[config.mk]
export PLATFORM = sky130hd
export DESIGN_NAME = tagstore_lru2
export DESIGN_NICKNAME = d
export VERILOG_FILES = /design/src/rtl/tagstore_lru2.sv
export SDC_FILE = /design/constraint.sdc
export NUM_CORES = 1
export LEC_CHECK = 0
export ABC_AREA = 1
export BUFFER_PORTS_ARGS = -buffer_cell sky130_fd_sc_hd__buf_2
export CAP_MARGIN = 20
export CORE_MARGIN = 10
export CORE_UTILIZATION = 35
export CTS_CLUSTER_DIAMETER = 50
export DETAILED_ROUTE_END_ITERATION = 16
export GPL_TIMING_DRIVEN = 0
export MAX_ROUTING_LAYER = met4
export PLACE_DENSITY = 0.53
export SLEW_MARGIN = 20
export SYNTH_ARGS = -nofsm -noshare
export SYNTH_HDL_FRONTEND = slang
export SYNTH_SLANG_ARGS = --single-unit
[constraint.sdc]
create_clock -name clk -period 2.6 [get_ports clk]
set_input_delay 0.13 -clock clk [delete_from_list [all_inputs] [get_ports clk]]
set_output_delay 0.13 -clock clk [all_outputs]
set_load 0.03 [all_outputs]
[src/rtl/tagstore_lru2.sv]
module tagstore_lru2 #(
  parameter int ADDR_W = 8,
  parameter int SET_BITS = 2,
  parameter int LINE_W = 0,
  parameter int CNT_W = 16,
  localparam int TAG_W = ADDR_W - SET_BITS - LINE_W
) (
  input  logic                clk,
  input  logic                rst_n,
  input  logic                req_valid,
  output logic                req_ready,
  input  logic [ADDR_W-1:0]   req_addr,
  input  logic                req_write,
  input  logic                wb_mode,
  input  logic                alloc_mode,
  output logic                rsp_valid,
  output logic                rsp_hit,
  output logic                evict_valid,
  output logic [SET_BITS-1:0] evict_set,
  output logic [TAG_W-1:0]    evict_tag,
  output logic                mem_req_valid,
  input  logic                mem_req_ready,
  output logic                mem_req_write,
  output logic [ADDR_W-1:0]   mem_req_addr,
  input  logic                mem_fill_valid,
  output logic [CNT_W-1:0]    hit_count,
  output logic [CNT_W-1:0]    access_count
);
  localparam int SETS = 1 << SET_BITS;

  typedef enum logic [1:0] {IDLE, MEMREQ, FILL} st_t;
  st_t st;

  logic [TAG_W-1:0] tag_q [SETS][2];
  logic [1:0]       vld_q [SETS];
  logic [1:0]       drt_q [SETS];
  logic [SETS-1:0]  lru_q;

  logic [ADDR_W-1:0]   p_addr;
  logic [SET_BITS-1:0] p_set;
  logic [TAG_W-1:0]    p_tag;
  logic p_way, p_wr, p_wb, p_post, m_wr;

  wire [SET_BITS-1:0] set_i = req_addr[LINE_W +: SET_BITS];
  wire [TAG_W-1:0]    tag_i = req_addr[ADDR_W-1 -: TAG_W];
  wire [1:0]          vs    = vld_q[set_i];
  wire hit0   = vs[0] && (tag_q[set_i][0] == tag_i);
  wire hit1   = vs[1] && (tag_q[set_i][1] == tag_i);
  wire hit    = hit0 || hit1;
  wire hway   = hit1;
  wire vic    = !vs[0] ? 1'b0 : (!vs[1] ? 1'b1 : lru_q[set_i]);
  wire accept = req_valid && req_ready;

  assign req_ready     = (st == IDLE);
  assign mem_req_valid = (st == MEMREQ);
  assign mem_req_write = m_wr;
  assign mem_req_addr  = p_addr;

  always_ff @(posedge clk or negedge rst_n) begin
    if (!rst_n) begin
      st <= IDLE;
      for (int i = 0; i < SETS; i++) begin
        vld_q[i] <= '0;
        drt_q[i] <= '0;
      end
      lru_q <= '0;
      rsp_valid <= 1'b0;
      rsp_hit <= 1'b0;
      evict_valid <= 1'b0;
      evict_set <= '0;
      evict_tag <= '0;
      hit_count <= '0;
      access_count <= '0;
      p_addr <= '0;
      p_set <= '0;
      p_tag <= '0;
      p_way <= 1'b0;
      p_wr <= 1'b0;
      p_wb <= 1'b0;
      p_post <= 1'b0;
      m_wr <= 1'b0;
    end else begin
      rsp_valid <= accept;
      evict_valid <= 1'b0;
      case (st)
        IDLE: if (accept) begin
          access_count <= access_count + 1'b1;
          rsp_hit <= hit;
          p_addr <= req_addr;
          p_set <= set_i;
          p_tag <= tag_i;
          p_way <= vic;
          p_wr <= req_write;
          p_wb <= wb_mode;
          p_post <= 1'b0;
          if (hit) begin
            hit_count <= hit_count + 1'b1;
            lru_q[set_i] <= ~hway;
            if (req_write) begin
              if (wb_mode) drt_q[set_i][hway] <= 1'b1;
              else begin
                st <= MEMREQ;
                m_wr <= 1'b1;
              end
            end
          end else if (!req_write || alloc_mode) begin
            st <= MEMREQ;
            m_wr <= 1'b0;
            p_post <= req_write && !wb_mode;
            if (vs[vic] && drt_q[set_i][vic]) begin
              evict_valid <= 1'b1;
              evict_set <= set_i;
              evict_tag <= tag_q[set_i][vic];
            end
          end else begin
            st <= MEMREQ;
            m_wr <= 1'b1;
          end
        end
        MEMREQ: if (mem_req_ready) st <= m_wr ? IDLE : FILL;
        FILL: if (mem_fill_valid) begin
          vld_q[p_set][p_way] <= 1'b1;
          drt_q[p_set][p_way] <= p_wr && p_wb;
          lru_q[p_set] <= ~p_way;
          if (p_post) begin
            st <= MEMREQ;
            m_wr <= 1'b1;
            p_post <= 1'b0;
          end else st <= IDLE;
        end
        default: st <= IDLE;
      endcase
    end
  end

  always_ff @(posedge clk)
    if (st == FILL && mem_fill_valid) tag_q[p_set][p_way] <= p_tag;

endmodule


==> results.sh <==
export IMPL_status="complete, no violations"
export IMPL_ir_worst_vdd_mv=0.471
export IMPL_antenna_cells=0
export IMPL_crit_fanout=10
export IMPL_grt_ovfl_total=0
export IMPL_synth_top_family_by_area="simple AND/OR/NAND/NOR gates"
export IMPL_gp_congestion=0.900
export IMPL_avgRoutedWirePerCell_um=16.1
export IMPL_ys_seq_area_share_pct=53.9
export IMPL_setup_viol=0
export IMPL_ff2ff_path_depth=7
export IMPL_final_max_slew_viol_count=0
export IMPL_timing_rr_end="tag_q[0][3]"
export IMPL_worstSkewPairLatency_ns=0.42
export IMPL_hold_class="primary input to flop"
export IMPL_tightestPinTransition_ns=0.868
export IMPL_antenna_found_initial=0
export IMPL_initialDrtViolationCount=345
export IMPL_min_to="st[1]"
export IMPL_fin_skew_ns=0.0102
export IMPL_portBuffers=67
export IMPL_max_cap_violations=0
export IMPL_synth_nets=751
export IMPL_path_clk_slew_ns=0.05
export IMPL_cts_sinks=126
export IMPL_powerDensity_mw_per_mm2=984
export IMPL_hold_depth=4
export IMPL_cts_buffer_depth=2
export IMPL_synth_compound_area_share_pct=4.71
export IMPL_synthCells=733
export IMPL_grt_pass1_vias=4897
export IMPL_htreeDepth=4
export IMPL_drive_gt1_share_pct=18.3
export IMPL_startpoint_type="flop"
export IMPL_drc=0
export IMPL_final_antenna_net_count=0
export IMPL_worst_path_buf_inv=4
export IMPL_worstHoldStart="mem_fill_valid"
export IMPL_synth_avg_cell_area_um2=8.59
export IMPL_fmax_mhz=416
export IMPL_rsz0062_at_grt="yes"
export IMPL_slew_headroom_pct=41.9
export IMPL_die_h_um=154
export IMPL_core_area_mm2=0.0175
export IMPL_cp_slowest_cell="nor2_2"
export IMPL_final_min_clock_period_ns=2.40
export IMPL_synth_xor_area_share_pct=4.03
export IMPL_cts_tree="yes"
export IMPL_path_delay_family="simple AND/OR/NAND/NOR gates"
export IMPL_synthAdderAreaFrac_pct=0.397
export IMPL_ioPinCount=70
export IMPL_cpPeakStageDelay_ns=0.50
export IMPL_syn_cell_area_mm2=0.00630
export IMPL_grt_max_degree=45
export IMPL_fillers=1751
export IMPL_post_cts_buffers=0
export IMPL_syn_to_final_growth_pct=19.8
export IMPL_synthMuxAreaShare_pct=0
export IMPL_ys_types=37
export IMPL_required_ns=2.66
export IMPL_final_cell_mix="nand2_1 (272), dfrtp_1 (78), buf_2 (69)"
export IMPL_track_usage_pct=14.9
export IMPL_finalWirelength_mm=17.0
export IMPL_worstPathCellList="inv_2 > nor2_1 > clkinv_1 > nor2_1 > inv_1 > clkbuf_1 > nor2_2"
export IMPL_r2r_slack_ns=0.20
export IMPL_cts_buffers=17
export IMPL_cp_common_cell="nor2_1"
export IMPL_criticalPathCategory="flop to flop"
export IMPL_setup_ws_ns=0.197
export IMPL_hold_ws_ns=0.0206
export IMPL_fin_nets=841
export IMPL_setup_tns_ns=0
export IMPL_end_kind="flop"
export IMPL_grt_pass1_wl_mm=27.0
export IMPL_arrival_ns=2.46
export IMPL_timing_rr_start="st[1]"
export IMPL_final_hold_viol_count=0
export IMPL_drtPass1Iterations=5
export IMPL_dp_hpwl_mm=12.3
export IMPL_mostFrequentLayoutCell="nand2_1"
export IMPL_dieArea_mm2=0.0238
export IMPL_cp_depth=7
export IMPL_power_mw=7.42
export IMPL_synth_simple_gate_area_share_pct=30.6
export IMPL_dp_slack_ns=-0.0611
export IMPL_fp_row_count=48
export IMPL_ys_ff_latch=126
export IMPL_p_leak_nw=3.68
export IMPL_vias=5007
export IMPL_initial_core_util_pct=36.0
export IMPL_clockRootBuffer="clkbuf_16"
export IMPL_period_share_pct=92.4
export IMPL_yosysWarnings=0
export IMPL_vias_per_cell=4.72
export IMPL_die_x_um=154
[flip-flops by register name (all words and copies together) (netlist names)]
| register | count |
|---|---|
| evict_tag | 6 |
| p_way | 1 |
| mem_req_addr | 8 |
| tag_q | 48 |
| evict_set | 2 |
| evict_valid | 1 |
| rsp_hit | 1 |
| mem_req_write | 1 |
| p_wr | 1 |
| rsp_valid | 1 |
| lru_q | 4 |
| st | 2 |
| access_count | 16 |
| p_post | 1 |
| hit_count | 16 |
| vld_q | 8 |
| drt_q | 8 |
| p_wb | 1 |
[logic make-up after synthesis]
kind of cell / count (synthesis)
AND/OR/NAND/NOR: 431
flip-flops: 126
buffers and inverters: 89
AO/OA/AOI/OAI: 56
XOR/XNOR: 29
adder cells (fa/ha/maj): 2
[final cells by class]
cell class	instances	area [um2]	share of cell area (%)
timing repair buffer	71	388	5.14
multi-input combinational	518	2510	33.3
inverter	70	268	3.55
clock buffer	18	429	5.69
tap	225	282	3.73
clock inverter	14	144	1.91
buffer	19	131	1.74
sequential	126	3390	45.0
[worst register-to-register path: cells and delay by family, from the launching register on]
kind	cells	cell delay (ns)
AND/OR/NAND/NOR	3	0.86
buffers and inverters	4	0.76
flip-flops	1	0.41
[what timing repair did]
item	4_1_cts	5_1_grt
hold buffers	3	0
setup endpoints to repair	6	14
resized for setup	1	2
hold endpoints to repair	45	0
[through the flow]
step / instances / area, um2 / util, %
after CTS: 1061 / 7540 / 43.2
after floorplan: 733 / 6300 / -
final: 1061 / 7550 / 43.2
after global routing: 1061 / 7550 / 43.2
after detailed placement: 1026 / 6940 / 39.7
after global placement: 1025 / 6910 / 39.6
[worst max path at each step]
stage | slack (ns) | from | end
after global routing | -0.007 | st[1] | tag_q[0][7]
after floorplan | 0.78 | st[1] | access_count[15]
after global placement | -0.004 | st[1] | tag_q[0][4]
final | 0.20 | st[1] | tag_q[0][3]
after detailed placement | -0.06 | st[1] | tag_q[0][4]
after CTS | 0.009 | st[1] | tag_q[3][3]
[power by group]
| group | internal, mW | switching, mW |
|---|---|---|
| Combinational | 0.617 | 1.59 |
| Sequential | 2.53 | 0.388 |
| Clock | 1.41 | 0.887 |
| Total | 4.56 | 2.87 |
[layer usage]
metal	global-route usage [%]	wire (um)	share of wire (%)
met5	-	0	0
met4	4.81	210	1.2
met3	3.74	769	4.5
met2	22.7	7990	47
met1	18.9	8070	47
[synthesized netlist by cell type]
library cell | instances | area share, %
nor3_2 | 1 | 0.16
ha_1 | 2 | 0.40
o211ai_1 | 3 | 0.36
inv_2 | 4 | 0.24
nand2_4 | 2 | 0.36
nand3_4 | 2 | 0.56
nor4_1 | 2 | 0.20
nor2_4 | 4 | 0.72
xor2_1 | 18 | 2.5
a22oi_1 | 2 | 0.24
o221ai_1 | 1 | 0.14
inv_1 | 63 | 3.8
buf_4 | 4 | 0.48
nor3_1 | 8 | 0.64
a21oi_1 | 11 | 0.87
inv_4 | 2 | 0.20
nand3b_1 | 1 | 0.12
dfrtp_1 | 78 | 31
or2_2 | 7 | 0.70
nand4_1 | 17 | 1.7
edfxtp_1 | 48 | 23
nor2_8 | 1 | 0.32
nor2_1 | 51 | 3.0
buf_8 | 1 | 0.24
clkinv_1 | 1 | 0.060
nand2_1 | 272 | 16
xnor2_1 | 11 | 1.5
nand3_2 | 9 | 1.4
clkbuf_1 | 7 | 0.42
nor3b_1 | 1 | 0.12
o21ai_1 | 11 | 0.87
o21ai_0 | 28 | 2.2
nor2_2 | 4 | 0.40
buf_6 | 4 | 0.72
buf_2 | 3 | 0.24
nand2_2 | 5 | 0.50
nand3_1 | 44 | 3.5
Note: power is estimated with default switching activity, not from simulation.
